`config.mk`:
```
export PLATFORM = sky130hd
export DESIGN_NAME = exti_ctrl
export DESIGN_NICKNAME = d
export VERILOG_FILES = /design/src/rtl/exti_pkg.sv /design/src/rtl/exti_sync.sv /design/src/rtl/exti_line_mux.sv /design/src/rtl/exti_edge_detect.sv /design/src/rtl/exti_regs.sv /design/src/rtl/exti_ctrl.sv
export SDC_FILE = /design/constraint.sdc
export NUM_CORES = 1
export LEC_CHECK = 0
export ABC_AREA = 1
export BUFFER_PORTS_ARGS = -buffer_cell sky130_fd_sc_hd__buf_2
export CAP_MARGIN = 40
export CORE_MARGIN = 10
export CORE_UTILIZATION = 47
export DETAILED_ROUTE_END_ITERATION = 10
export PLACE_DENSITY = 0.69
export SLEW_MARGIN = 40
export SYNTH_ARGS = -nofsm -noshare
export SYNTH_HDL_FRONTEND = slang
export SYNTH_SLANG_ARGS = --single-unit
```
`constraint.sdc`:
```
create_clock -name clk -period 4.3 [get_ports clk]
set_input_delay 0.86 -clock clk [delete_from_list [all_inputs] [get_ports clk]]
set_output_delay 0.86 -clock clk [all_outputs]
set_load 0.01 [all_outputs]
```
`src/rtl/exti_pkg.sv`:
```
// Package exti_pkg: register addresses and shared constants for the
// external interrupt and event controller. Assumes a 4-bit register address.
package exti_pkg;
    localparam int ADDR_RISE     = 0;   // rising-edge enables
    localparam int ADDR_FALL     = 1;   // falling-edge enables
    localparam int ADDR_IMASK    = 2;   // interrupt mask
    localparam int ADDR_EMASK    = 3;   // event mask
    localparam int ADDR_SWTRIG   = 4;   // software trigger
    localparam int ADDR_PEND     = 5;   // pending flags, write 1 to clear
    localparam int ADDR_SEL_BASE = 8;   // first source-selector register
    localparam int SEL_REG_BITS  = 16;  // used bits per selector register
endpackage

```
`src/rtl/exti_sync.sv`:
```
// Module exti_sync: two-flop resynchroniser for a bus of independent
// asynchronous bits. Assumes each bit is sampled on its own, with no
// relationship between bits.
module exti_sync #(
    parameter int WIDTH = 84
) (
    input  logic             clk,
    input  logic             rst_n,
    input  logic [WIDTH-1:0] async_i,
    output logic [WIDTH-1:0] sync_o
);
    logic [WIDTH-1:0] meta_q;
    logic [WIDTH-1:0] stable_q;

    // Capture the raw inputs, then retime them once more.
    always_ff @(posedge clk) begin
        if (!rst_n) begin
            meta_q   <= '0;
            stable_q <= '0;
        end else begin
            meta_q   <= async_i;
            stable_q <= meta_q;
        end
    end

    assign sync_o = stable_q;
endmodule

```
`src/rtl/exti_line_mux.sv`:
```
// Module exti_line_mux: picks, for each multiplexed line n, pin n of the
// port named by that line's selector field. A field value past the last
// port gives a constant 0. Assumes synchronised pins, port p at
// bits [p*NUM_MUXED +: NUM_MUXED].
module exti_line_mux #(
    parameter int NUM_MUXED = 16,
    parameter int NUM_PORTS = 5,
    parameter int SEL_W     = 4,
    localparam int PIN_W    = NUM_PORTS * NUM_MUXED
) (
    input  logic [PIN_W-1:0]           pins_i,
    input  logic [NUM_MUXED*SEL_W-1:0] sel_i,
    output logic [NUM_MUXED-1:0]       line_o
);
    for (genvar n = 0; n < NUM_MUXED; n++) begin : g_line
        // Route the selected port's pin n onto line n.
        always_comb begin
            line_o[n] = 1'b0;
            for (int p = 0; p < NUM_PORTS; p++) begin
                if (sel_i[n*SEL_W +: SEL_W] == SEL_W'(p)) begin
                    line_o[n] = pins_i[p*NUM_MUXED + n];
                end
            end
        end
    end
endmodule

```
`src/rtl/exti_edge_detect.sv`:
```
// Module exti_edge_detect: per-line edge finder that compares the current
// sample with the previous one. A reload request masks detection for one
// cycle while the previous sample takes in the newly selected source.
// Assumes cur_i is already synchronous.
module exti_edge_detect #(
    parameter int NUM_LINES = 20
) (
    input  logic                 clk,
    input  logic                 rst_n,
    input  logic [NUM_LINES-1:0] cur_i,
    input  logic [NUM_LINES-1:0] rise_en_i,
    input  logic [NUM_LINES-1:0] fall_en_i,
    input  logic [NUM_LINES-1:0] reload_i,
    output logic [NUM_LINES-1:0] trig_o
);
    logic [NUM_LINES-1:0] prev_q;
    logic [NUM_LINES-1:0] blank_q;

    // Keep the previous sample and a one-cycle blanking mark after a source change.
    always_ff @(posedge clk) begin
        if (!rst_n) begin
            prev_q  <= '0;
            blank_q <= '0;
        end else begin
            prev_q  <= cur_i;
            blank_q <= reload_i;
        end
    end

    // Qualify rising and falling transitions against the enables.
    always_comb begin
        trig_o = ~blank_q & ((cur_i & ~prev_q & rise_en_i) |
                             (~cur_i & prev_q & fall_en_i));
    end

    AST_SEL_NO_FALSE_EDGE: assert property (@(posedge clk) disable iff (!rst_n)
        (|reload_i) |=> ((trig_o & $past(reload_i)) == '0));
endmodule

```
`src/rtl/exti_regs.sv`:
```
// Module exti_regs: register file for the controller. Holds the edge
// enables, both masks, the software trigger, the sticky pending flags and
// the source selectors. Assumes one write per strobe cycle and a
// combinational read.
module exti_regs
    import exti_pkg::*;
#(
    parameter int NUM_LINES = 20,
    parameter int NUM_MUXED = 16,
    parameter int SEL_W     = 4,
    parameter int DATA_W    = 32,
    parameter int ADDR_W    = 4,
    localparam int FIELDS_PER_REG = SEL_REG_BITS / SEL_W,
    localparam int NUM_SEL_REGS   = NUM_MUXED / FIELDS_PER_REG
) (
    input  logic                       clk,
    input  logic                       rst_n,
    input  logic                       we_i,
    input  logic [ADDR_W-1:0]          addr_i,
    input  logic [DATA_W-1:0]          wdata_i,
    output logic [DATA_W-1:0]          rdata_o,
    input  logic [NUM_LINES-1:0]       trig_i,
    output logic [NUM_LINES-1:0]       rise_en_o,
    output logic [NUM_LINES-1:0]       fall_en_o,
    output logic [NUM_LINES-1:0]       imask_o,
    output logic [NUM_LINES-1:0]       emask_o,
    output logic [NUM_LINES-1:0]       pend_o,
    output logic [NUM_LINES-1:0]       sw_set_o,
    output logic [NUM_MUXED*SEL_W-1:0] sel_o,
    output logic [NUM_MUXED-1:0]       sel_chg_o
);
    logic [NUM_LINES-1:0] rise_q, fall_q, imask_q, emask_q, sw_q, pend_q;
    logic [NUM_LINES-1:0] sw_d, pend_d, clr, set_vec, wr_bits;
    logic [NUM_MUXED*SEL_W-1:0] sel_q, sel_d;

    assign wr_bits = wdata_i[NUM_LINES-1:0];

    // Decode software-trigger rises and pending clears from the current write.
    always_comb begin
        sw_set_o = '0;
        clr      = '0;
        if (we_i && addr_i == ADDR_W'(ADDR_SWTRIG)) sw_set_o = wr_bits & ~sw_q;
        if (we_i && addr_i == ADDR_W'(ADDR_PEND))   clr      = wr_bits;
        set_vec = trig_i | sw_set_o;
    end

    // Next pending and software-trigger state; a new trigger beats a clear.
    always_comb begin
        pend_d = (pend_q & ~clr) | set_vec;
        if (we_i && addr_i == ADDR_W'(ADDR_SWTRIG)) sw_d = wr_bits;
        else                                        sw_d = sw_q & ~clr;
    end

    // Next selector state and the per-line change flags.
    always_comb begin
        sel_d = sel_q;
        for (int k = 0; k < NUM_SEL_REGS; k++) begin
            if (we_i && addr_i == ADDR_W'(ADDR_SEL_BASE + k)) begin
                sel_d[k*SEL_REG_BITS +: SEL_REG_BITS] = wdata_i[SEL_REG_BITS-1:0];
            end
        end
        for (int n = 0; n < NUM_MUXED; n++) begin
            sel_chg_o[n] = sel_d[n*SEL_W +: SEL_W] != sel_q[n*SEL_W +: SEL_W];
        end
    end

    // Register update on the clock.
    always_ff @(posedge clk) begin
        if (!rst_n) begin
            rise_q  <= '0;
            fall_q  <= '0;
            imask_q <= '0;
            emask_q <= '0;
            sw_q    <= '0;
            pend_q  <= '0;
            sel_q   <= '0;
        end else begin
            if (we_i && addr_i == ADDR_W'(ADDR_RISE))  rise_q  <= wr_bits;
            if (we_i && addr_i == ADDR_W'(ADDR_FALL))  fall_q  <= wr_bits;
            if (we_i && addr_i == ADDR_W'(ADDR_IMASK)) imask_q <= wr_bits;
            if (we_i && addr_i == ADDR_W'(ADDR_EMASK)) emask_q <= wr_bits;
            sw_q   <= sw_d;
            pend_q <= pend_d;
            sel_q  <= sel_d;
        end
    end

    // Read multiplexer; unused bits and addresses return 0.
    always_comb begin
        rdata_o = '0;
        case (addr_i)
            ADDR_W'(ADDR_RISE):   rdata_o[NUM_LINES-1:0] = rise_q;
            ADDR_W'(ADDR_FALL):   rdata_o[NUM_LINES-1:0] = fall_q;
            ADDR_W'(ADDR_IMASK):  rdata_o[NUM_LINES-1:0] = imask_q;
            ADDR_W'(ADDR_EMASK):  rdata_o[NUM_LINES-1:0] = emask_q;
            ADDR_W'(ADDR_SWTRIG): rdata_o[NUM_LINES-1:0] = sw_q;
            ADDR_W'(ADDR_PEND):   rdata_o[NUM_LINES-1:0] = pend_q;
            default:              rdata_o = '0;
        endcase
        for (int k = 0; k < NUM_SEL_REGS; k++) begin
            if (addr_i == ADDR_W'(ADDR_SEL_BASE + k)) begin
                rdata_o[SEL_REG_BITS-1:0] = sel_q[k*SEL_REG_BITS +: SEL_REG_BITS];
            end
        end
    end

    assign rise_en_o = rise_q;
    assign fall_en_o = fall_q;
    assign imask_o   = imask_q;
    assign emask_o   = emask_q;
    assign pend_o    = pend_q;
    assign sel_o     = sel_q;

    AST_PEND_HAS_CAUSE: assert property (@(posedge clk) disable iff (!rst_n)
        ((pend_q & ~$past(pend_q) & ~$past(set_vec)) == '0));
    AST_SW_SETS_PEND: assert property (@(posedge clk) disable iff (!rst_n)
        (|sw_set_o) |=> ((pend_q & $past(sw_set_o)) == $past(sw_set_o)));
    AST_CLEAR_TAKES: assert property (@(posedge clk) disable iff (!rst_n)
        (|clr) |=> ((pend_q & $past(clr & ~set_vec)) == '0));
endmodule

```
`src/rtl/exti_ctrl.sv`:
```
// Module exti_ctrl: top of the external interrupt and event controller.
// It resynchronises all pins and direct inputs, selects one pin per
// multiplexed line, detects edges, keeps the pending state and drives the
// masked interrupt and event outputs. Assumes asynchronous pins and a
// register master that is synchronous to clk.
module exti_ctrl
    import exti_pkg::*;
#(
    parameter int NUM_LINES = 20,
    parameter int NUM_MUXED = 16,
    parameter int NUM_PORTS = 5,
    parameter int SEL_W     = 4,
    parameter int DATA_W    = 32,
    parameter int ADDR_W    = 4,
    localparam int NUM_DIRECT = NUM_LINES - NUM_MUXED,
    localparam int PIN_W      = NUM_PORTS * NUM_MUXED,
    localparam int RAW_W      = PIN_W + NUM_DIRECT
) (
    input  logic                  clk,
    input  logic                  rst_n,
    input  logic [PIN_W-1:0]      port_pins_i,
    input  logic [NUM_DIRECT-1:0] direct_i,
    input  logic                  reg_we_i,
    input  logic [ADDR_W-1:0]     reg_addr_i,
    input  logic [DATA_W-1:0]     reg_wdata_i,
    output logic [DATA_W-1:0]     reg_rdata_o,
    output logic [NUM_LINES-1:0]  irq_o,
    output logic [NUM_LINES-1:0]  evt_o
);
    logic [RAW_W-1:0]           raw_sync;
    logic [NUM_MUXED-1:0]       mux_lines, sel_chg;
    logic [NUM_MUXED*SEL_W-1:0] sel;
    logic [NUM_LINES-1:0]       cur, reload, trig, rise_en, fall_en;
    logic [NUM_LINES-1:0]       imask, emask, pend, sw_set, evt_q;

    exti_sync #(.WIDTH(RAW_W)) u_sync (
        .clk     (clk),
        .rst_n   (rst_n),
        .async_i ({direct_i, port_pins_i}),
        .sync_o  (raw_sync)
    );

    exti_line_mux #(.NUM_MUXED(NUM_MUXED), .NUM_PORTS(NUM_PORTS), .SEL_W(SEL_W)) u_mux (
        .pins_i (raw_sync[PIN_W-1:0]),
        .sel_i  (sel),
        .line_o (mux_lines)
    );

    assign cur    = {raw_sync[RAW_W-1:PIN_W], mux_lines};
    assign reload = {{NUM_DIRECT{1'b0}}, sel_chg};

    exti_edge_detect #(.NUM_LINES(NUM_LINES)) u_edge (
        .clk       (clk),
        .rst_n     (rst_n),
        .cur_i     (cur),
        .rise_en_i (rise_en),
        .fall_en_i (fall_en),
        .reload_i  (reload),
        .trig_o    (trig)
    );

    exti_regs #(
        .NUM_LINES(NUM_LINES), .NUM_MUXED(NUM_MUXED), .SEL_W(SEL_W),
        .DATA_W(DATA_W), .ADDR_W(ADDR_W)
    ) u_regs (
        .clk       (clk),
        .rst_n     (rst_n),
        .we_i      (reg_we_i),
        .addr_i    (reg_addr_i),
        .wdata_i   (reg_wdata_i),
        .rdata_o   (reg_rdata_o),
        .trig_i    (trig),
        .rise_en_o (rise_en),
        .fall_en_o (fall_en),
        .imask_o   (imask),
        .emask_o   (emask),
        .pend_o    (pend),
        .sw_set_o  (sw_set),
        .sel_o     (sel),
        .sel_chg_o (sel_chg)
    );

    // One-cycle event pulse for each masked trigger, independent of pending.
    always_ff @(posedge clk) begin
        if (!rst_n) evt_q <= '0;
        else        evt_q <= (trig | sw_set) & emask;
    end

    assign evt_o = evt_q;
    assign irq_o = pend & imask;

    AST_EVT_NEEDS_MASK: assert property (@(posedge clk) disable iff (!rst_n)
        ((evt_o & ~$past(emask)) == '0));
endmodule

```
==> results of run 1 <==
## registers in the layout, summed over array words and instances, names as in the netlist
name / cells
u_edge.blank_q: 16
u_regs.sel_o: 64
u_regs.sw_q: 20
u_regs.pend_o: 20
u_regs.rise_en_o: 20
u_sync.sync_o: 84
evt_o: 20
u_regs.fall_en_o: 20
u_regs.emask_o: 20
u_regs.imask_o: 20
u_sync.meta_q: 84
u_edge.prev_q: 20
## synthesized netlist by cell type
cell	n	area (um^2)
nand3b_1	5	37.54
inv_2	11	41.29
o31ai_1	9	67.56
inv_1	459	1723
buf_1	4	15.01
o21ai_0	68	340.3
nand3_1	304	1521
a21oi_1	155	775.7
nor3_1	26	130.1
nand2_2	2	12.51
a211oi_1	46	345.3
clkbuf_1	90	337.8
buf_4	17	127.6
buf_6	1	11.26
o21a_1	7	52.55
nand2_1	567	2128
o2111ai_1	1	8.760
nand4_1	19	118.9
dfxtp_1	408	8168
nor2_4	4	45.04
o22ai_1	28	175.2
conb_1	1	3.750
o21ai_1	21	105.1
a21oi_2	1	8.760
nor2_1	150	563.0
o221ai_1	3	26.28
buf_2	28	140.1
nor2_2	5	31.28
a31oi_1	4	25.02
## metrics by stage
| stage | util (%) | cell area (um^2) |
|---|---|---|
| finish | 54.86 | 19610 |
| CTS | 54.85 | 19600 |
| global route | 54.86 | 19610 |
| floorplan | - | 17130 |
| detailed placement | 50.74 | 18130 |
| global placement | 50.73 | 18130 |
## cells by family (layout without fill, tap and decap cells)
logic type / count (synthesis) / after routing / synth area share (%)
compound gates: 343 / 343 / 11.30
buf+inv: 610 / 741 / 14.02
flops: 408 / 408 / 47.80
other cells: 1 / 12 / 0.02195
simple gates: 1082 / 1082 / 26.85
## power by group
group	internal, W	leakage [nW]	switching (W)
Clock	0.00231	0.723	0.00151
Combinational	0.000151	5.39	0.000360
Sequential	0.00391	3.33	0.0000611
Total	0.00637	9.44	0.00193
## worst max-delay path: stages
cell	delay, ps
buf_2	120
nor2_1	130
nand2_1	300
buf_4	290
o21ai_0	110
nor3_1	430
nand3_1	220
nor2_1	170
nand2_1	90
buf_2	140
## routing by layer
| metal | global-route usage (%) | part of all wire, % |
|---|---|---|
| met3 | 4.021 | 8.6 |
| met1 | 29.97 | 44 |
| met5 | 0 | 0.053 |
| met2 | 34.46 | 44 |
| met4 | 8.591 | 3.6 |
## area by class of cell
| type | count | area (um^2) | share of cell area (%) |
|---|---|---|---|
| Sequential cell | 408 | 8168 | 41.66 |
| Multi-Input combinational cell | 1437 | 6564 | 33.48 |
| Inverter | 470 | 1772 | 9.036 |
| Clock buffer | 55 | 1225 | 6.247 |
| Timing Repair Buffer | 196 | 1059 | 5.399 |
| Tap cell | 461 | 576.8 | 2.942 |
| Clock inverter | 20 | 244.0 | 1.244 |
## final timing paths
kind | start | slack [ps] | to
min | u_sync.meta_q[73] | 410 | u_sync.sync_o[73]
min reg2reg | u_sync.meta_q[73] | 410 | u_sync.sync_o[73]
max reg2reg | u_regs.sel_o[49] | 2630 | u_regs.pend_o[12]
max | reg_addr_i[1] | 580 | reg_rdata_o[8]
## cells in the final DEF (no fill, tap or decap), types with 7 or more instances in the layout
cell type / count
o21ai_0: 68
inv_2: 10
dfxtp_1: 408
nand3_1: 304
inv_1: 458
buf_4: 25
a211oi_1: 46
conb_1: 12
o21ai_1: 21
nor2_1: 150
o22ai_1: 28
nand2_1: 567
clkbuf_16: 46
a21oi_1: 155
o21a_1: 7
nor3_1: 26
nand4_1: 19
clkinv_2: 11
buf_2: 169
o31ai_1: 9
==> summary.txt, run 1 <==
Worst setup path
  – Crit Path Category: input port to output port
  – Worst reg2reg path depth: 10
  – CP endpoint kind: output port
  – Worst-path fanout max: 13
  – Startpoint types: input port
  – CP arrival: 2860 ps
  – Critical path required time: between 3000 and 4000 ps

Synth
  – Synth cell types: 29
  – Synthesized area per cell: roughly 7 um^2
  – Synth Cell Area: 17090 um^2
  – Syn Inst Count: 2444
  – Seq/Total Area, Yosys: 47.80%
  – Synth warn: 0
  – FF+latch count, synth: a little over 400

Flow run
  – Max Cap Viol: 0

Clock tree
  – Total CTS buffers: 44
  – Post-CTS Repair Setup Buffers: 0
  – Clock root cell: clkbuf_16
  – Post-CTS sizing: 0
  – CTS sink count: 408
  – Hold Buf Count CTS: 0
  – Clk buf depth: 3
  – Worst skew pair latency: 540 ps
  – H-tree Lvls: 2
  – CTS tree: done
  – Clock transition at path regs: roughly 60 ps

Floorplanning
  – Die Span Y: 210.7 um
  – Site Rows: slightly below 70
  – Chip Width: about 210 um
  – Core Box Area: 35740 um^2
  – Starting Density: 47.81%
  – Boundary Pins: 195
  – Die ar.: ~44000 um^2

Global route
  – Vias in the first global route: 15164
  – GRT overflow: 0
  – Initial antenna violation count: 3
  – First-pass GRT wire length: 80170 um
  – Largest net degree at the start of global routing: 127
  – Global Route Usage Sum: ~22%

Placed design
  – Inst Count DP: 2972
  – Detailed Place HPWL: roughly 36000 um
  – Pre-CTS WS: 637.4 ps
  – IO buf count: between 150 and 200
  – GP Congestion: 0.9258

Power
  – Leakage power: 9.442 nW
  – Final Total Pwr: 0.008299 W
  – Pwr dens: 423.2 nW/um^2
  – VDD IR-drop max: approximately 0.00024 V

Final layout
  – Share of layout cells above drive strength 1: about 11%
  – Number of diodes: 0
  – Fill count: roughly 3600
  – Nets: about 2700
  – Layout Cells excl Fill: 3047
  – P&R area growth vs syn: 14.76%

STA
  – Max-slew violations: 0
  – Slew @ Worst Pin: 837.2 ps
  – Worst Clk Skew: 12.70 ps
  – Final setup TNS: 0 ps
  – Crit path time final: 3723 ps
  – Fmax: approximately 270 MHz
  – RSZ-0062 raised after global routing: no
  – Period utilisation layout: between 80% and 90%
  – Final Hold Viols: 0
  – Fin worst setup slack: 576.9 ps
  – Setup violators final: 0
  – Min Hold Slack: 411.0 ps
  – Max_slew headroom: roughly 44%

Drt
  – Iter 0 DRT Violations: 1495
  – TritonRoute pass-1 iters: 6
  – Via Count: approximately 16000
  – DRT Wirelength: 50490 um
  – # DRC: 0
  – Via/cell ratio: 5.222
  – Drt wl/cell: approximately 17 um
  – Final antenna-violating net count: 0

Min path
  – Number of cells on the worst hold path: 2
  – Min-delay worst type: register to register

Run status
  – Status: completed
Power figures use the tool's default switching activity.
==> run 2: changes to the inputs <==
- PLACE_DENSITY: 0.69 -> 0.66
==> summary.txt, run 2 (synthesis gave the netlist of run 1 again) <==
Run status
  – Status: completed (unchanged)

Floorplanning
  – Starting Density: 47.81% (unchanged)
  – Core Box Area: 35740 um^2 (unchanged)
  – Chip Width: 210.7 um (unchanged)
  – Die Span Y: 210.7 um (unchanged)
  – Die ar.: 44380 um^2 (unchanged)
  – Site Rows: 69 (unchanged)
  – Boundary Pins: 195 (unchanged)

Drt
  – Drt wl/cell: 16.69 um (was 16.57 um)
  – TritonRoute pass-1 iters: 6 (unchanged)
  – Iter 0 DRT Violations: 1452 (was 1495)
  – # DRC: 0 (unchanged)
  – Final antenna-violating net count: 0 (unchanged)
  – Via/cell ratio: 5.169 (was 5.222)
  – Via Count: 15744 (was 15912)
  – DRT Wirelength: 50830 um (was 50490 um)

STA
  – Max-slew violations: 0 (unchanged)
  – Crit path time final: 3696 ps (was 3723 ps)
  – Min Hold Slack: 410.3 ps (was 411.0 ps)
  – Max_slew headroom: 40.15% (was 44.18%)
  – Final setup TNS: 0 ps (unchanged)
  – Fmax: 270.6 MHz (was 268.6 MHz)
  – RSZ-0062 raised after global routing: no (unchanged)
  – Setup violators final: 0 (unchanged)
  – Period utilisation layout: 85.95% (was 86.58%)
  – Worst Clk Skew: 15.15 ps (was 12.70 ps)
  – Fin worst setup slack: 604.3 ps (was 576.9 ps)
  – Final Hold Viols: 0 (unchanged)
  – Slew @ Worst Pin: 897.7 ps (was 837.2 ps)

Worst setup path
  – RR Endpoint: u_regs.pend_o[0] (was u_regs.pend_o[12])
  – Worst-path fanout max: 9 (was 13)
  – CP delay by family, top: simple AND/OR/NAND/NOR gates (unchanged)
  – R2r setup slk: 2640 ps (was 2630 ps)
  – Critical path required time: 3440 ps (about the same)
  – Slowest stage delay, CP: 340 ps (was 430 ps)
  – Worst reg2reg path depth: 10 (unchanged)
  – Launch point of the worst reg-to-reg path: u_regs.sel_o[1] (was u_regs.sel_o[49])
  – Startpoint types: input port (unchanged)
  – Crit Path Category: input port to output port (unchanged)
  – CP endpoint kind: output port (unchanged)
  – Crit-path cells: buf_2, nand2_1, inv_1, nand2_1, buf_4, o22ai_1, nor2_1, nand3_1, nor3_1, nand3_1, buf_2 (was buf_2, nor2_1, nand2_1, buf_4, o21ai_0, nor3_1, nand3_1, nor2_1, nand2_1, buf_2)
  – CP arrival: 2840 ps (was 2860 ps)
  – Crit-path slowest cell: nor3_1 (unchanged)
  – Crit. Startpoint: reg_addr_i[1] (unchanged)
  – WP buf/inv: 4 (was 3)

Min path
  – Min-delay worst type: register to register (unchanged)
  – Worst hold path startpoint: u_sync.meta_q[70] (was u_sync.meta_q[73])
  – Number of cells on the worst hold path: 2 (unchanged)
  – Hold-critical path endpoint: u_sync.sync_o[70] (was u_sync.sync_o[73])

Clock tree
  – Clock root cell: clkbuf_16 (unchanged)
  – CTS sink count: 408 (unchanged)
  – Clock transition at path regs: 60 ps (about the same)
  – Post-CTS Repair Setup Buffers: 0 (unchanged)
  – Clk buf depth: 3 (unchanged)
  – Hold Buf Count CTS: 0 (unchanged)
  – CTS tree: done (unchanged)
  – Total CTS buffers: 43 (was 44)
  – Worst skew pair latency: 560 ps (was 540 ps)
  – Post-CTS sizing: 0 (unchanged)
  – H-tree Lvls: 2 (unchanged)

Global route
  – Global Route Usage Sum: 22.45% (was 22.16%)
  – Vias in the first global route: 14811 (was 15164)
  – GRT overflow: 0 (unchanged)
  – Largest net degree at the start of global routing: 188 (was 127)
  – Initial antenna violation count: 4 (was 3)
  – First-pass GRT wire length: 80570 um (was 80170 um)

Final layout
  – Most frequent cells in the layout: nand2_1, inv_1, dfxtp_1 (unchanged)
  – Fill count: 3532 (was 3553)
  – P&R area growth vs syn: 14.48% (was 14.76%)
  – Final Cell Area: 19560 um^2 (was 19610 um^2)
  – Nets: 2678 (was 2680)
  – Commonest non-fill, non-tap cell in the layout: nand2_1 (unchanged)
  – Final Util: 54.73% (was 54.86%)
  – Share of layout cells above drive strength 1: 10.95% (was 11.18%)

Power
  – Pwr dens: 419.3 nW/um^2 (was 423.2 nW/um^2)
  – Leakage power: 9.412 nW (was 9.442 nW)
  – VDD IR-drop max: 0.0003442 V (was 0.0002379 V)

Flow run
  – Max Cap Viol: 0 (unchanged)

Placed design
  – GP Congestion: 0.9501 (was 0.9258)
  – Detailed Place HPWL: 36270 um (was 35760 um)
  – Placed Area: 18140 um^2 (was 18130 um^2)
  – IO buf count: 170 (unchanged)
  – Pre-CTS WS: 635.3 ps (was 637.4 ps)
-- run 2: worst max path at each step --
| stage | cells past startpoint | to |
|---|---|---|
| finish | 11 | reg_rdata_o[9] |
| global placement | 10 | reg_rdata_o[9] |
| detailed placement | 11 | u_edge.blank_q[7] |
| floorplan | 8 | reg_rdata_o[11] |
| CTS | 9 | reg_rdata_o[9] |
| global route | 9 | reg_rdata_o[9] |
-- run 2: per-stage QoR --
stage,std cells,power (W)
after global routing,3045,0.008497
after global placement,2971,0.004544
final,3046,0.008201
after floorplan,2455,0.004361
after detailed placement,2971,0.004555
after CTS,3045,0.008267
-- run 2: power by group --
part | leakage [nW] | internal (W) | switching [W]
Clock | 0.698 | 0.00223 | 0.00149
Combinational | 5.38 | 0.000152 | 0.000363
Sequential | 3.33 | 0.00391 | 0.0000596
Total | 9.41 | 0.00628 | 0.00192
-- run 2: routing by layer --
layer	vias to the layer above	wire length (um)	track usage [%]	part of all wire (%)
li1	7834	-	-	-
met3	110	4485	4.570	8.8
met5	-	39	0	0.077
met1	7154	22810	31.05	45
met4	6	1573	8.242	3.1
met2	640	21920	33.93	43
-- run 2: layout make-up --
type,instances,area [um^2],share of cell area [%]
flip-flops and latches,408,8168,41.76
multi-input cells,1437,6564,33.56
inverters,470,1772,9.058
clock buffers,63,1272,6.505
repair buffers,195,1057,5.405
well taps,461,576.8,2.949
clock inverters,11,147.6,0.7548
diodes,1,2.502,0.01279
-- run 2: worst register-to-register path: cells and delay by family, from the launching register on --
kind | cells | cell delay [ps]
AO/OA/AOI/OAI | 1 | 330
buffers and inverters | 2 | 220
AND/OR/NAND/NOR | 7 | 660
flip-flops | 1 | 340
==> run 3: changes to the inputs <==
- clock period: 4.3 -> 4.6 ns (I/O delays scaled with it)
==> summary.txt, run 3 (synthesis gave the netlist of run 1 again) <==
Final layout
  – Nets: 2676 (was 2678)
  – Commonest non-fill, non-tap cell in the layout: nand2_1 (unchanged)
  – Most frequent cells in the layout: nand2_1, inv_1, dfxtp_1 (unchanged)
  – Share of layout cells above drive strength 1: 11.02% (was 10.95%)
  – P&R area growth vs syn: 14.66% (was 14.48%)
  – Final Util: 54.81% (was 54.73%)
  – Fill count: 3495 (was 3532)
  – Final Cell Area: 19590 um^2 (was 19560 um^2)

Clock tree
  – Worst skew pair latency: 550 ps (was 560 ps)
  – Total CTS buffers: 44 (was 43)
  – H-tree Lvls: 2 (unchanged)
  – Hold Buf Count CTS: 0 (unchanged)
  – Clock root cell: clkbuf_16 (unchanged)
  – Post-CTS sizing: 0 (unchanged)
  – Clk buf depth: 3 (unchanged)
  – CTS tree: done (unchanged)
  – CTS sink count: 408 (unchanged)
  – Post-CTS Repair Setup Buffers: 0 (unchanged)
  – Clock transition at path regs: 60 ps (about the same)

Floorplanning
  – Core Box Area: 35740 um^2 (unchanged)
  – Boundary Pins: 195 (unchanged)
  – Die Span Y: 210.7 um (unchanged)
  – Starting Density: 47.81% (unchanged)
  – Chip Width: 210.7 um (unchanged)
  – Die ar.: 44380 um^2 (unchanged)
  – Site Rows: 69 (unchanged)

STA
  – Final setup TNS: 0 ps (unchanged)
  – Min Hold Slack: 409.5 ps (was 410.3 ps)
  – Crit path time final: 3968 ps
  – Fmax: around 250 MHz
  – Final Hold Viols: 0 (unchanged)
  – Period utilisation layout: 86.27%
  – Setup violators final: 0 (unchanged)
  – Max_slew headroom: 45.37% (was 40.15%)
  – Worst Clk Skew: 19.28 ps (was 15.15 ps)
  – RSZ-0062 raised after global routing: no (unchanged)
  – Slew @ Worst Pin: 817.5 ps (was 897.7 ps)
  – Max-slew violations: 0 (unchanged)

Drt
  – Iter 0 DRT Violations: 1434 (was 1452)
  – Via Count: 15685 (was 15744)
  – Via/cell ratio: 5.144 (was 5.169)
  – Final antenna-violating net count: 0 (unchanged)
  – Drt wl/cell: 16.60 um (was 16.69 um)
  – # DRC: 0 (unchanged)
  – TritonRoute pass-1 iters: 6 (unchanged)
  – DRT Wirelength: 50610 um (was 50830 um)

Worst setup path
  – Crit-path slowest cell: nor3_1 (unchanged)
  – Worst reg2reg path depth: 7 (was 10)
  – RR Endpoint: evt_o[0] (was u_regs.pend_o[0])
  – Worst-path fanout max: 12 (was 9)
  – Critical path required time: 3680 ps (was 3440 ps)
  – Slowest stage delay, CP: 470 ps (was 340 ps)
  – Launch point of the worst reg-to-reg path: u_regs.sel_o[1] (unchanged)
  – Crit. Startpoint: reg_addr_i[1] (unchanged)
  – Crit Path Category: input port to output port (unchanged)
  – R2r setup slk: 2900 ps (was 2640 ps)
  – CP arrival: 3050 ps (was 2840 ps)
  – CP endpoint kind: output port (unchanged)
  – Setup crit end: reg_rdata_o[12] (was reg_rdata_o[9])
  – Startpoint types: input port (unchanged)
  – Crit-path cells: buf_2, nor2_1, buf_4, nand2_1, buf_4, o21ai_0, nor3_1, nand3_1, nor2_1, nand2_1, buf_2 (was buf_2, nand2_1, inv_1, nand2_1, buf_4, o22ai_1, nor2_1, nand3_1, nor3_1, nand3_1, buf_2)

Placed design
  – Placed Area: 18110 um^2 (was 18140 um^2)
  – IO buf count: 170 (unchanged)
  – GP Congestion: 0.9435 (was 0.9501)
  – Detailed Place HPWL: 36250 um (was 36270 um)

Min path
  – Min-delay worst type: register to register (unchanged)

Power
  – Leakage power: 9.434 nW (was 9.412 nW)
  – VDD IR-drop max: 0.0002947 V (was 0.0003442 V)
  – Pwr dens: 394.0 nW/um^2 (was 419.3 nW/um^2)

Flow run
  – Max Cap Viol: 0 (unchanged)

Global route
  – First-pass GRT wire length: 79640 um (was 80570 um)
  – GRT overflow: 0 (unchanged)
  – Largest net degree at the start of global routing: 116 (was 188)
  – Initial antenna violation count: 5 (was 4)
  – Global Route Usage Sum: 22.22% (was 22.45%)
  – Vias in the first global route: 14838 (was 14811)

Run status
  – Status: completed (unchanged)
## run 3: cell types whose count changed in the layout (fill, tap and decap cells not counted), moves of 2 or more
cell / change
clkbuf_1: +2
buf_4: -4
bufinv_16: -2
clkbuf_8: +5
clkbuf_16: +2
## run 3: stage by stage
stage | total power [W] | instances | setup WS, ps
finish | 0.007719 | 3049 | 631.8
global route | 0.007983 | 3048 | 442.2
CTS | 0.007769 | 3048 | 683.4
detailed placement | 0.004255 | 2968 | 691.7
global placement | 0.004245 | 2967 | 670.9
floorplan | 0.004076 | 2455 | 1785
## run 3: worst min-delay path by stage
stage,startpoint,end,slack (ps),depth (start not counted)
2_1_floorplan,u_sync.meta_q[0],u_sync.sync_o[0],390,2
3_3_place_gp,u_sync.meta_q[74],u_sync.sync_o[74],400,2
3_5_place_dp,u_sync.meta_q[64],u_sync.sync_o[64],400,2
4_1_cts,u_sync.meta_q[36],u_sync.sync_o[36],410,2
5_1_grt,u_sync.meta_q[55],u_sync.sync_o[55],430,2
6_report,u_sync.meta_q[0],u_sync.sync_o[0],410,2
## run 3: layer usage
| metal | share of wire (%) | wire length, um | global-route usage, % | vias to the layer above |
|---|---|---|---|---|
| met1 | 45 | 22590 | 30.10 | 7084 |
| met3 | 9.1 | 4623 | 4.792 | 113 |
| li1 | - | - | - | 7830 |
| met5 | 0.095 | 48 | 0 | - |
| met4 | 2.9 | 1454 | 6.918 | 8 |
| met2 | 43 | 21900 | 34.67 | 650 |
## run 3: layout make-up
type                    count  area (um^2)  share of cell area, %
flip-flops and latches    408         8168                  41.69
well taps                 461        576.8                  2.944
multi-input cells        1437         6566                  33.52
clock buffers              72         1399                  7.140
inverters                 470         1769                  9.031
repair buffers            192         1033                  5.275
diodes                      1        2.502                0.01277
clock inverters             8        76.32                 0.3896
## run 3: critical path: cells and delay by family
family                 cells  cell delay [ps]
buffers and inverters      4              730
AOI/OAI and AO/OA          1              120
and+or+nand+nor            6             1280
## run 3: where the power goes
part | switching, W | internal [W] | leakage (nW) | total, W
combinational | 0.000338 | 0.000140 | 5.37 | 0.000479
clock | 0.00140 | 0.00213 | 0.732 | 0.00353
sequential | 0.0000568 | 0.00365 | 3.33 | 0.00371
